<file path="src/rtl/irqdma_pkg.sv">
package irqdma_pkg;

    localparam int DATA_W       = 16;
    localparam int ADDR_W       = 2;
    localparam int SRC_W        = 6;
    localparam int RX_RDY_POS   = 3;
    localparam int TX_RDY_POS   = 4;
    localparam int BUSY_POS     = 12;
    localparam int RX_DMA_POS   = 15;
    localparam int TX_DMA_POS   = 7;
    localparam logic [DATA_W-1:0] W1C_MASK  = 16'h0027;
    localparam logic [DATA_W-1:0] IMPL_MASK = 16'h8E1E;

    typedef enum logic [ADDR_W-1:0] {
        SLOT_STATUS = 2'd0,
        SLOT_ENABLE = 2'd1,
        SLOT_DMACTL = 2'd2,
        SLOT_VECTOR = 2'd3
    } slot_e;

    typedef struct packed {
        logic rx_en;
        logic tx_en;
    } dma_cfg_t;

    typedef struct packed {
        logic              wr;
        logic              rd;
        slot_e             slot;
        logic [DATA_W-1:0] data;
    } bus_req_t;

    function automatic int vec_width(input int n);
        return $clog2(n + 1);
    endfunction

endpackage

</file>
<file path="src/rtl/irqdma_status.sv">
module irqdma_status
    import irqdma_pkg::*;
#(
    parameter int                DW   = DATA_W,
    parameter logic [DW-1:0]     IMPL = IMPL_MASK
) (
    input  logic          clk,
    input  logic          rst,
    input  logic [DW-1:0] set_in,
    input  logic [DW-1:0] clr_in,
    output logic [DW-1:0] stat_q
);

    for (genvar i = 0; i < DW; i++) begin : g_bit
        if (IMPL[i]) begin : g_flop
            logic bit_q;
            always_ff @(posedge clk) begin
                if (rst)
                    bit_q <= 1'b0;
                else if (set_in[i])
                    bit_q <= 1'b1;
                else if (clr_in[i])
                    bit_q <= 1'b0;
            end
            assign stat_q[i] = bit_q;
        end else begin : g_none
            assign stat_q[i] = 1'b0;
        end
    end

endmodule

</file>
<file path="src/rtl/irqdma_cfg.sv">
module irqdma_cfg
    import irqdma_pkg::*;
#(
    parameter int DW = DATA_W,
    parameter int SW = SRC_W
) (
    input  logic          clk,
    input  logic          rst,
    input  logic          en_wr,
    input  logic          dma_wr,
    input  logic [DW-1:0] wdata,
    output logic [SW-1:0] mask_q,
    output dma_cfg_t      dma_q
);

    logic [SW-1:0] mask_d;
    dma_cfg_t      dma_d;

    always_comb begin
        mask_d = mask_q;
        dma_d  = dma_q;
        if (en_wr)
            mask_d = wdata[SW-1:0];
        if (dma_wr) begin
            dma_d.rx_en = wdata[RX_DMA_POS];
            dma_d.tx_en = wdata[TX_DMA_POS];
            if (wdata[RX_DMA_POS])
                mask_d[RX_RDY_POS] = 1'b0;
            if (wdata[TX_DMA_POS])
                mask_d[TX_RDY_POS] = 1'b0;
        end
    end

    always_ff @(posedge clk) begin
        if (rst) begin
            mask_q <= '0;
            dma_q  <= '0;
        end else begin
            mask_q <= mask_d;
            dma_q  <= dma_d;
        end
    end

endmodule

</file>
<file path="src/rtl/irqdma_prio.sv">
module irqdma_prio #(
    parameter int SW = 6,
    parameter int VW = 3
) (
    input  logic [SW-1:0] pend,
    output logic [VW-1:0] vec,
    output logic [SW-1:0] hit
);

    always_comb begin
        vec = '0;
        hit = '0;
        for (int i = SW - 1; i >= 0; i--) begin
            if (pend[i]) begin
                vec    = VW'(i + 1);
                hit    = '0;
                hit[i] = 1'b1;
            end
        end
    end

endmodule

</file>
<file path="src/rtl/irqdma_top.sv">
module irqdma_top
    import irqdma_pkg::*;
#(
    parameter int DW = DATA_W,
    parameter int AW = ADDR_W,
    parameter int SW = SRC_W
) (
    input  logic          clk,
    input  logic          rst,
    input  logic          reg_wr,
    input  logic          reg_rd,
    input  logic [AW-1:0] reg_addr,
    input  logic [DW-1:0] reg_wdata,
    output logic [DW-1:0] reg_rdata,
    input  logic [DW-1:0] set_in,
    input  logic          bus_busy,
    output logic          irq,
    output logic          rx_dma_req,
    output logic          tx_dma_req
);

    localparam int VW = vec_width(SW);

    bus_req_t      req;
    logic [DW-1:0] stat_q;
    logic [DW-1:0] clr;
    logic [SW-1:0] mask_q;
    dma_cfg_t      dma_q;
    logic [SW-1:0] pend;
    logic [SW-1:0] hit;
    logic [VW-1:0] vec;
    logic [DW-1:0] rd_mux;

    assign req.wr   = reg_wr;
    assign req.rd   = reg_rd;
    assign req.slot = slot_e'(reg_addr);
    assign req.data = reg_wdata;

    assign pend = stat_q[SW-1:0] & mask_q;

    irqdma_prio #(.SW(SW), .VW(VW)) u_prio (
        .pend (pend),
        .vec  (vec),
        .hit  (hit)
    );

    always_comb begin
        clr = '0;
        if (req.wr && req.slot == SLOT_STATUS)
            clr = req.data & W1C_MASK;
        if (req.rd && req.slot == SLOT_VECTOR)
            clr[SW-1:0] = clr[SW-1:0] | hit;
    end

    irqdma_status #(.DW(DW), .IMPL(IMPL_MASK)) u_status (
        .clk    (clk),
        .rst    (rst),
        .set_in (set_in),
        .clr_in (clr),
        .stat_q (stat_q)
    );

    irqdma_cfg #(.DW(DW), .SW(SW)) u_cfg (
        .clk    (clk),
        .rst    (rst),
        .en_wr  (req.wr && req.slot == SLOT_ENABLE),
        .dma_wr (req.wr && req.slot == SLOT_DMACTL),
        .wdata  (req.data),
        .mask_q (mask_q),
        .dma_q  (dma_q)
    );

    always_comb begin
        rd_mux = '0;
        unique case (req.slot)
            SLOT_STATUS: begin
                rd_mux           = stat_q;
                rd_mux[BUSY_POS] = bus_busy;
            end
            SLOT_ENABLE: rd_mux[SW-1:0] = mask_q;
            SLOT_DMACTL: begin
                rd_mux[RX_DMA_POS] = dma_q.rx_en;
                rd_mux[TX_DMA_POS] = dma_q.tx_en;
            end
            SLOT_VECTOR: rd_mux[VW-1:0] = vec;
            default:     rd_mux = '0;
        endcase
    end

    always_ff @(posedge clk) begin
        if (rst)
            reg_rdata <= '0;
        else if (req.rd)
            reg_rdata <= rd_mux;
    end

    assign irq        = |pend;
    assign rx_dma_req = dma_q.rx_en & stat_q[RX_RDY_POS];
    assign tx_dma_req = dma_q.tx_en & stat_q[TX_RDY_POS];

endmodule

</file>
<file path="config.mk">
export PLATFORM = sky130hd
export DESIGN_NAME = irqdma_top
export DESIGN_NICKNAME = d
export VERILOG_FILES = /design/src/rtl/irqdma_pkg.sv /design/src/rtl/irqdma_status.sv /design/src/rtl/irqdma_cfg.sv /design/src/rtl/irqdma_prio.sv /design/src/rtl/irqdma_top.sv
export SDC_FILE = /design/constraint.sdc
export NUM_CORES = 1
export LEC_CHECK = 0
export BUFFER_PORTS_ARGS = -buffer_cell sky130_fd_sc_hd__buf_2
export CAP_MARGIN = 20
export CELL_PAD_IN_SITES_DETAIL_PLACEMENT = 0
export CELL_PAD_IN_SITES_GLOBAL_PLACEMENT = 1
export CORE_MARGIN = 3
export CORE_UTILIZATION = 30
export CTS_CLUSTER_SIZE = 16
export DETAILED_ROUTE_END_ITERATION = 10
export PLACE_DENSITY = 0.83
export RECOVER_POWER = 25
export SYNTH_ARGS = -nofsm -noshare
export SYNTH_HDL_FRONTEND = slang
export SYNTH_SLANG_ARGS = --single-unit
</file>
<file path="constraint.sdc">
create_clock -name clk -period 1.54 [get_ports clk]
set_clock_uncertainty 0.1 [all_clocks]
set_input_delay 0.462 -clock clk [delete_from_list [all_inputs] [get_ports clk]]
set_output_delay 0.462 -clock clk [all_outputs]
set_load 0.02 [all_outputs]
</file>
# Word-level counts from Yosys, hierarchy flattened

Index checks and enable logic that the tools add are counted.

Input bits: 39
Logic and storage cells: 72
Output and inout port bits: 19
Register bits after elaboration: 31

Bitwise operators: 4
Mux-type cells: 38
Eq/ne operators: 3
Reductions and logical operators: 14

Operator list:

| operator                                                        | count |
|---|---|
| 5-bit 2-to-1 mux                                                | 8 |
| 3-bit 2-to-1 mux                                                | 7 |
| 1-bit 2-to-1 mux                                                | 19 |
| 2-bit nonzero test                                              | 8 |
| 3-bit case mux with 3 select lines                              | 1 |
| 5-bit by 6-bit AND with 6-bit output                            | 1 |
| 3-bit case mux with 2 select lines                              | 1 |
| 6-bit OR reduction                                              | 1 |
| 5-bit OR                                                        | 1 |
| 2-bit == test, second input constant                            | 2 |
| 1-bit logical AND                                               | 4 |
| 1-bit AND                                                       | 2 |
| 2-bit by 1-bit == test with 1-bit output, second input constant | 1 |
| 2-bit zero test                                                 | 1 |
| 2-bit 2-to-1 mux                                                | 1 |
| 1-bit case mux with 2 select lines                              | 1 |

# Depth between registers and ports, before layout

Gate-level depths: netlist of the first run.

Depth in word-level cells: 10
Gate-level depth with buffers: 6
Gate-level depth less buffers: 4

# Cells and area by module

A second synthesis of the first run with hierarchy kept.

Cell total of the unflattened synthesis: 177
Area total of the unflattened synthesis: 1,694.1 µm²

By module, submodules not included:

| module        | area an instance (µm²) | cells each | instances | seq. area each (µm²) |
|---|---|---|---|---|
| irqdma_top    | 800.8                  | 87         | 1         | 320.3 |
| irqdma_status | 505.5                  | 50         | 1         | 160.2 |
| irqdma_cfg    | 292.8                  | 26         | 1         | 160.2 |
| irqdma_prio   | 95.1                   | 14         | 1         | 0.0 |

# Worst setup path after synthesis of the first run

No wires, ideal clock.

Path kind: in2reg
From: input port reg_addr[1]
To: register reg_rdata[2]
Data required time: 1.337 ns
Path buffers: 1
Setup slack: 0.094 ns
Library setup time: 0.103 ns
Arrival: 1.242 ns
Stages on the path: 5
Cell sequence: buf_4 -> and2_4 -> nand4_1 -> o221a_2 -> a2111oi_2

Word-level cells in the longest chain between the ends: 2
Elaborated cells between the ends (all ways): 4
Classes of those cells: 2 x eq/ne; 1 x mux; 1 x reduce/logical

RTL lines:

| element                               | line             | RTL |
|---|---|---|
| from (decl)                           | irqdma_top.sv:12 | `input logic [AW-1:0] reg_addr,` |
| 2-bit == test (tied with other cells) | irqdma_top.sv:75 | `unique case (req.slot)` |
| 3-bit case mux with 3 select lines *  | irqdma_top.sv:75 |  |
| to (signal assigned)                  | irqdma_top.sv:94 | `reg_rdata <= rd_mux;` |
| to (decl)                             | irqdma_top.sv:14 | `output logic [DW-1:0] reg_rdata,` |

Every way passes the cells marked *; elsewhere a longest branch is shown, timed or not.
A chain may end at the register's enable or synchronous reset.

# Final worst setup path of the first run

From: register u_status.g_bit[4].g_flop.bit_q
To: output port irq

Word-level cells in the longest chain between the ends: 2

RTL lines:

| element                              | line                | RTL |
|---|---|---|
| from (decl)                          | irqdma_status.sv:16 | `logic bit_q;` |
| from (signal assigned)               | irqdma_status.sv:19 | `bit_q <= 1'b0;` |
| from (signal assigned)               | irqdma_status.sv:21 | `bit_q <= 1'b1;` |
| from (signal assigned)               | irqdma_status.sv:23 | `bit_q <= 1'b0;` |
| 5-bit by 6-bit AND with 6-bit output | irqdma_top.sv:39    | `assign pend = stat_q[SW-1:0] & mask_q;` |
| 6-bit OR reduction                   | irqdma_top.sv:97    | `assign irq = \|pend;` |
| to (decl)                            | irqdma_top.sv:17    | `output logic irq,` |

Every way passes these cells.

==> impl_metrics.tcl, run 1 <==
set metrics [dict create \
    outcome "complete, but fails checks" \
    violations "setup timing" \
    grt_pass1_wl_mm 5.20 \
    synth_edf_count 0 \
    h-tree-depth 1 \
    start_util_pct 32.6 \
    slew_viol_final 0 \
    grt_usage_pct 13.0 \
    p_sw_mw 0.369 \
    placed_cells 238 \
    p_sw_share_pct 23.5 \
    drive_gt1_share_pct 34.5 \
    hold_viol_final 0 \
    cts_buffers 3 \
    route.detailed.drc 0 \
    synth_area_um2 1250 \
    p_leak_nw 0.743 \
    num_rows 22 \
    rsz0062_at_grt "true" \
    synth_warnings 0 \
    min_path_type "primary input to flop" \
    avgRoutedWirePerCell_um 13.1 \
    min_from "reg_wdata[7]" \
    clk_pin_slew_ns 0.09 \
    clock_tree.buffer_depth 2 \
    cts_root_buffer "clkbuf_8" \
    fin_cells 245 \
    cts.sinks 28 \
    reg2reg_to "reg_rdata[2]$_SDFFE_PP0P_" \
    firstDrtPassIters 4 \
    seq_power_share_pct 49.1 \
    finalSetupViolCount 3 \
    ir_drop_mv 0.539 \
    fp.coreArea_um2 3850 \
    crit_type "flop to primary output" \
    area_growth_pct 33.4 \
    layout_setup_ws_ns -0.210 \
    gr-total-overflow 0 \
    die_area_um2 4990 \
    synthDistinctLibCells 30 \
    grt_pass1_vias 1051 \
    synth_top_flop_cell "dfxtp_1" \
    synthTopCellsByArea "dfxtp_1 (45%), mux2i_1 (7.2%), nor2_1 (6.3%)" \
    arrival_ns 1.19 \
    die_y_um 70.7 \
    mostFrequentLayoutCells "buf_2 (32), dfxtp_1 (24), nor2_1 (21)" \
    drtIter0Drc 102 \
    yosys.area.top_type "dfxtp_1" \
    slew_headroom_pct 60.1 \
    ff2ff_setup_slack_ns 0.19 \
    async_flop_share_pct 0 \
    max_cap_viol_count 0 \
    fill_cells 405 \
    drt-total-wl_mm 3.22 \
    nets 237 \
    finalWeightedCongestion 0.732 \
    worstMarginPinSlew_ns 0.598 \
    viasPerCell 4.77 \
    reg2reg_from "u_status.g_bit[1].g_flop.bit_q$_SDFFE_PP0P_" \
    syn_inst 147 \
    tritoncts "yes" \
    synth_area_per_cell_um2 8.54 \
    worstPathRequired_ns 0.98 \
    intPower_mw 1.20 \
    power.total_mw 1.57 \
    min_period_ns 1.75 \
    synth_top_area_share_pct 44.7 \
    antenna_found_initial 0 \
    reg2reg_depth 4 \
    io_pins 58 \
    crit_path_end_kind "primary output" \
    insertion_delay_ns 0.28 \
    power.density_nw_per_um2 939 \
    crit_path_start_kind "flop" \
    min_path_cells 2 \
    grt_max_degree 19 \
    fin_crit_sh_pct 114 \
    ys_ff_latch 28 \
    clkPwrFrac_pct 36.9 \
    ant_nets 0 \
    fmax_mhz 572 \
    holdPathEnd "u_cfg.mask_q[4]$_SDFF_PP0_" \
    antennaDiodeCount 0 \
    combPwrFrac_pct 14.0 \
    io_buffers 37 \
    ys_seq_area_share_pct 44.7 \
    layout_commonest_cell "buf_2" \
    dp_hpwl_mm 2.27 \
    path_max_fanout 2 \
    chipWidth_um 70.7 \
    num_vias 1169 \
]
-- cells in the mapped netlist, types with 3 or more instances --
cell type	instances
a21oi_1	14
nand3_1	14
nor2_1	21
clkbuf_1	6
buf_4	5
nand2_1	13
a31oi_1	3
nand2b_1	7
nand4_1	4
mux2i_1	9
dfxtp_1	28
-- how the worst max path moves through the flow --
stage	from	end	slack, ns	cells past startpoint
final	u_status.g_bit[4].g_flop.bit_q$_SDFFE_PP0P_	irq	-0.21	3
after global routing	u_status.g_bit[4].g_flop.bit_q$_SDFFE_PP0P_	irq	-0.25	3
after CTS	u_status.g_bit[4].g_flop.bit_q$_SDFFE_PP0P_	irq	-0.19	3
after detailed placement	reg_addr[0]	u_cfg.mask_q[4]$_SDFF_PP0_	-0.03	5
after global placement	reg_addr[0]	reg_rdata[2]$_SDFFE_PP0P_	-0.03	5
after floorplan	reg_addr[1]	reg_rdata[2]$_SDFFE_PP0P_	0.09	5
-- kinds of logic (layout without fill, tap and decap cells) --
family | Yosys count | count (layout) | synth area share, %
buffers and inverters | 14 | 61 | 6.88
multiplexers | 9 | 9 | 7.18
other | 1 | 4 | 0.299
AND/OR/NAND/NOR | 67 | 67 | 25.9
flip-flops | 28 | 28 | 44.7
AO/OA/AOI/OAI | 28 | 28 | 15.1
-- critical path: stages (launching register included) --
cell,delay (ns)
dfxtp_2,0.33
a22o_1,0.23
nand3b_1,0.20
buf_6,0.16
-- stage by stage --
step                hold slack [ns]  setup TNS [ns]  worst slack (ns)  util (%)  cell area [um^2]
CTS                           0.274          -0.338            -0.192      43.9              1690
floorplan                     0.337               0            0.0944         -              1270
global route                  0.262          -0.546            -0.253      43.4              1670
finish                        0.280          -0.342            -0.210      43.4              1670
detailed placement            0.349          -0.119           -0.0323      40.5              1560
global placement              0.344         -0.0628           -0.0266      40.5              1560
-- power by group through the flow --
stage | registers, mW | clock network, mW | logic [mW]
after floorplan | 0.796 | 0 | 0.120
after detailed placement | 0.788 | 0 | 0.211
after CTS | 0.773 | 0.599 | 0.225
after global placement | 0.787 | 0 | 0.209
after global routing | 0.777 | 0.639 | 0.241
final | 0.773 | 0.580 | 0.220
-- timing repair --
item                                    CTS  global route
endpoints found under the setup margin    3             3
gates resized for setup                  13             1
buffers inserted                          3             0
pin swaps                                 1             0
hold buffers                              0             0
-- state kept, by name, summed over array words and instances (netlist names) --
name                         count
u_status.g_bit.g_flop.bit_q      8
u_cfg.mask_q                     6
reg_rdata                       12
u_cfg.dma_q                      2
-- routing by layer --
layer  track usage, %  part of all wire, %  up-vias
li1                 -                    -      607
met4             2.51                 0.96        0
met1             18.6                   48      515
met2             19.4                   44       43
met5                0                    0        -
met3             3.98                  7.0        4
-- final cells by class --
class / instances / area [um^2] / area share, %
clock buffers: 3 / 41.3 / 2.47
clock inverters: 1 / 30.0 / 1.79
well taps: 48 / 60.1 / 3.59
inverters: 1 / 3.75 / 0.224
repair buffers: 56 / 349 / 20.9
flip-flops and latches: 28 / 566 / 33.8
multi-input cells: 108 / 624 / 37.3
Note: power is estimated with default switching activity, not from simulation.
==> run 2, diff against run 1 <==
CTS_BUF_LIST = sky130_fd_sc_hd__clkbuf_2 sky130_fd_sc_hd__clkbuf_4 sky130_fd_sc_hd__clkbuf_8   (was unset)
SETUP_SLACK_MARGIN = 0.4   (was unset)
==> run 2 against run 1 <==
The run still ends with setup timing left. Via count grew 1.3%. Die area is the same. Setup slack gained 0.015 ns. Non-clock buffer count grew 9. Count of clock-buffer cells in the layout grew 1. Hold slack is essentially flat. Sequential share of layout area shrank 3.4 points. Critical endpoint unchanged.
==> impl_metrics.tcl, run 2 (synthesized netlist as in run 1, its figures left out) <==
set metrics [dict create \
    max_cap_viol_count 0 \
    finalSetupViolCount 3 \
    h-tree-depth 1 \
    grt_pass1_vias 1069 \
    layout_commonest_cell "buf_6" \
    crit_type "flop to primary output" \
    viasPerCell 4.66 \
    fp.coreArea_um2 3850 \
    grt_max_degree 24 \
    post-route-util_pct 50.0 \
    p_sw_mw 0.374 \
    clock_tree.buffer_depth 2 \
    grt_usage_pct 12.2 \
    ir_drop_mv 0.435 \
    num_rows 22 \
    die_area_um2 4990 \
    nets 246 \
    avgRoutedWirePerCell_um 12.8 \
    post-place-ws_ns -0.00470 \
    final-seq-area_um2 584 \
    worstPathRequired_ns 0.98 \
    min_period_ns 1.73 \
    clk_pin_slew_ns 0.10 \
    cts.sinks 28 \
    antennaDiodeCount 0 \
    combPwrFrac_pct 18.0 \
    reg2reg_depth 8 \
    io_pins 58 \
    fill_cells 375 \
    insertion_delay_ns 0.27 \
    path_depth 3 \
    seq_power_share_pct 51.9 \
    placed_cells 236 \
    area_growth_pct 53.4 \
    min_path_cells 2 \
    crit_slowest_cell "dfxtp_2" \
    min_path_type "primary input to flop" \
    tns_ns -0.451 \
    arrival_ns 1.17 \
    multi_input_area_um2 678 \
    crit_path_end_kind "primary output" \
    p_leak_nw 0.832 \
    crit_family "flip-flops" \
    critical_path_buf_inv_count 1 \
    finalWeightedCongestion 0.880 \
    drt-total-wl_mm 3.24 \
    worstMarginPinSlew_ns 0.619 \
    num_vias 1184 \
    chipWidth_um 70.7 \
    cts_root_buffer "clkbuf_8" \
    hold_viol_final 0 \
    power.density_nw_per_um2 778 \
    dp_hpwl_mm 2.20 \
    start_util_pct 32.6 \
    grt_pass1_wl_mm 5.01 \
    route.detailed.drc 0 \
    violations "setup timing" \
    reg_top3 "reg_rdata: 12 flops, u_status.g_bit.g_flop.bit_q: 8 flops, u_cfg.mask_q: 6 flops" \
    ant_nets 0 \
    crit_path_start_kind "flop" \
    fmax_mhz 576 \
    clkPwrFrac_pct 30.1 \
    slew_headroom_pct 58.7 \
    slew_viol_final 0 \
    intPower_mw 1.12 \
    cts_buffers 3 \
    drive_gt1_share_pct 49.5 \
    antenna_found_initial 0 \
    path_max_fanout 2 \
    path_cells "a22o_1 > nand3b_1 > buf_6" \
    firstDrtPassIters 4 \
    layout_setup_ws_ns -0.195 \
    top_register "reg_rdata" \
    hold_buffers 0 \
    tritoncts "yes" \
    p_sw_share_pct 25.0 \
    gr-total-overflow 0 \
    slowest_delay_ns 0.34 \
    mostFrequentLayoutCells "buf_6 (24), nor2_1 (20), dfxtp_2 (19)" \
    hold_ws_ns 0.280 \
    outcome "complete, but fails checks" \
    fin_crit_sh_pct 113 \
    io_buffers 37 \
    drtIter0Drc 29 \
    fin_cells 254 \
    die_y_um 70.7 \
    rsz0062_at_grt "true" \
    largest_reg_flops 12 \
]
## run 2: cell type report
class,count,area share (%)
timing repair buffer,65,28.3
clock buffer,4,2.86
inverter,1,0.195
tap,48,3.12
multi-input combinational,108,35.2
sequential,28,30.3
## run 2: power groups by stage
stage	clock (mW)	combinational (mW)	sequential [mW]
after global placement	0	0.212	0.787
after CTS	0.466	0.244	0.776
after detailed placement	0	0.214	0.787
after floorplan	0	0.135	0.796
final	0.451	0.269	0.777
after global routing	0.513	0.290	0.781
## run 2: path summary, 6_finish.rpt
check	slack, ns	end	startpoint
max reg2reg	0.08	reg_rdata[0]$_SDFFE_PP0P_	u_status.g_bit[3].g_flop.bit_q$_SDFFE_PP0P_
min reg2reg	0.38	u_cfg.mask_q[0]$_SDFFE_PP0N_	u_cfg.mask_q[0]$_SDFFE_PP0N_
max	-0.19	irq	u_status.g_bit[4].g_flop.bit_q$_SDFFE_PP0P_
min	0.28	u_cfg.mask_q[4]$_SDFF_PP0_	reg_wdata[7]
## run 2: repair_timing
action,in CTS,in global routing
gates cloned,0,0
pin swaps,9,14
buffers inserted,5,9
endpoints found under the setup margin,36,28
gates resized for setup,57,20
## run 2: worst reg2reg max path, delay by kind of cell (launching register included)
family | cells | cell delay, ns
compound gates | 3 | 0.45
buf+inv | 4 | 0.43
flops | 1 | 0.34
simple gates | 1 | 0.07
## run 2: metrics by stage
step | cell area, um^2 | total power, mW
floorplan | 1330 | 0.931
global placement | 1580 | 0.999
detailed placement | 1580 | 1.00
CTS | 1810 | 1.49
global route | 1930 | 1.58
finish | 1930 | 1.50
## run 2: routing by layer
layer	track usage (%)	up-vias	routed length, um	share of wire, %
met3	2.70	2	198	6.1
met1	17.3	525	1530	47
met2	19.1	31	1500	46
li1	-	626	-	-
met4	2.51	0	6	0.19
met5	0	-	0	0
==> run 3, diff against run 2 <==
MAX_ROUTING_LAYER = met4   (was unset)
==> run 3 against run 2 <==
The run still ends with setup timing left. Sequential power hardly changed. Non-clock buffer count stayed put. Register-to-register slack hardly changed. Utilization stayed put. Highest routed layer unchanged. Flip-flop and latch count stayed put. Die area stayed put. Setup slack hardly changed. Total power hardly changed. Fmax hardly changed. First-iteration DRC count is 3.4% higher.
==> impl_metrics.tcl, run 3 (synthesized netlist as in run 1, its figures left out) <==
set metrics [dict create \
    outcome "complete, but fails checks" \
    violations "setup timing" \
    grt_usage_pct 12.6 \
    ir_drop_mv 0.435 \
    firstDrtPassIters 5 \
    hold_buffers 0 \
    die_y_um 70.7 \
    clkPwrFrac_pct 30.1 \
    top_register "reg_rdata" \
    nets 246 \
    hold_ws_ns 0.279 \
    crit_slowest_cell "dfxtp_2" \
    path_cells "a22o_1 > nand3b_1 > buf_6" \
    route.detailed.drc 0 \
    seq_power_share_pct 51.9 \
    mostFrequentLayoutCells "buf_6 (24), nor2_1 (20), dfxtp_2 (19)" \
    slew_viol_final 0 \
    io_buffers 37 \
    placed_cells 236 \
    gr-total-overflow 0 \
    crit_path_start_kind "flop" \
    drt-total-wl_mm 3.25 \
    io_pins 58 \
    avgRoutedWirePerCell_um 12.8 \
    worstMarginPinSlew_ns 0.619 \
    layout_commonest_cell "buf_6" \
    rsz0062_at_grt "true" \
    min_period_ns 1.73 \
    max_cap_viol_count 0 \
    h-tree-depth 1 \
    largest_reg_flops 12 \
    antennaDiodeCount 0 \
    cts_buffers 3 \
    viasPerCell 4.72 \
    ant_nets 0 \
    fin_crit_sh_pct 113 \
    crit_type "flop to primary output" \
    insertion_delay_ns 0.27 \
    clock_tree.buffer_depth 2 \
    antenna_found_initial 0 \
    power.density_nw_per_um2 778 \
    grt_pass1_vias 1068 \
    crit_start "u_status.g_bit[4].g_flop.bit_q$_SDFFE_PP0P_" \
    reg2reg_from "u_status.g_bit[3].g_flop.bit_q$_SDFFE_PP0P_" \
    critical_path_buf_inv_count 1 \
    crit_family "flip-flops" \
    slowest_delay_ns 0.34 \
    fin_cells 254 \
    min_path_type "primary input to flop" \
    intPower_mw 1.12 \
    final_area_um2 1930 \
    cts_root_buffer "clkbuf_8" \
    grt_max_degree 24 \
    dp_hpwl_mm 2.20 \
    p_leak_nw 0.832 \
    worstPathRequired_ns 0.98 \
    p_sw_mw 0.375 \
    min_from "reg_wdata[7]" \
    path_max_fanout 2 \
    area_growth_pct 53.4 \
    chipWidth_um 70.7 \
    p_sw_share_pct 25.0 \
    post-place-ws_ns -0.00470 \
    tritoncts "yes" \
    place_area_um2 1580 \
    finalWeightedCongestion 0.895 \
    finalSetupViolCount 3 \
    layout_setup_ws_ns -0.194 \
    num_rows 22 \
    die_area_um2 4990 \
    fp.coreArea_um2 3850 \
    slew_headroom_pct 58.8 \
    fmax_mhz 577 \
    grt_pass1_wl_mm 5.01 \
    clk_pin_slew_ns 0.10 \
    num_vias 1198 \
    post-route-util_pct 50.0 \
    crit_path_end_kind "primary output" \
    combPwrFrac_pct 18.0 \
    reg_top3 "reg_rdata: 12 flops, u_status.g_bit.g_flop.bit_q: 8 flops, u_cfg.mask_q: 6 flops" \
    drive_gt1_share_pct 49.5 \
    hold_viol_final 0 \
    arrival_ns 1.17 \
    drtIter0Drc 30 \
    cts.sinks 28 \
    start_util_pct 32.6 \
]
run 3: worst register-to-register path: stages, from the launching register on:
cell	delay, ns
dfxtp_2	0.34
buf_6	0.11
buf_6	0.11
buf_6	0.10
buf_6	0.11
a21boi_2	0.14
nand2_1	0.07
a21o_1	0.16
a31oi_1	0.15
run 3: per-stage QoR:
| step | setup TNS, ns | total power, mW |
|---|---|---|
| 2_1_floorplan | 0 | 0.931 |
| 3_3_place_gp | 0 | 0.999 |
| 3_5_place_dp | -0.00470 | 1.00 |
| 4_1_cts | -0.363 | 1.49 |
| 5_1_grt | -1.02 | 1.58 |
| 6_report | -0.451 | 1.50 |
run 3: path summary, 6_finish.rpt:
kind	slack, ns	cells past startpoint	to
worst max register to register	0.08	8	reg_rdata[0]$_SDFFE_PP0P_
worst min register to register	0.37	2	u_cfg.mask_q[0]$_SDFFE_PP0N_
worst min-delay path	0.28	2	u_cfg.mask_q[4]$_SDFF_PP0_
worst max-delay path	-0.19	3	irq
run 3: timing repair:
item                       4_1_cts  5_1_grt
setup buffers                    5        9
setup endpoints to repair       36       28
pin swaps                        9       14
cloned                           0        0
resized for setup               57       20
run 3: layout make-up:
class | instances | area, um^2
clock buffer | 4 | 55.1
multi-input combinational | 108 | 678
sequential | 28 | 584
timing repair buffer | 65 | 544
fill | 375 | 1930
inverter | 1 | 3.75
tap | 48 | 60.1
run 3: layer usage:
layer	global-route usage, %	vias up	share of wire [%]
li1	-	626	-
met1	17.4	534	47
met2	19.1	36	46
met3	2.56	2	6.7
met4	2.51	0	0.18
met5	-	-	0
run 3: power by group through the flow:
| stage | combinational (mW) | clock, mW | sequential [mW] |
|---|---|---|---|
| after floorplan | 0.135 | 0 | 0.796 |
| final | 0.269 | 0.451 | 0.777 |
| after global placement | 0.212 | 0 | 0.787 |
| after global routing | 0.290 | 0.513 | 0.781 |
| after CTS | 0.244 | 0.466 | 0.776 |
| after detailed placement | 0.214 | 0 | 0.787 |
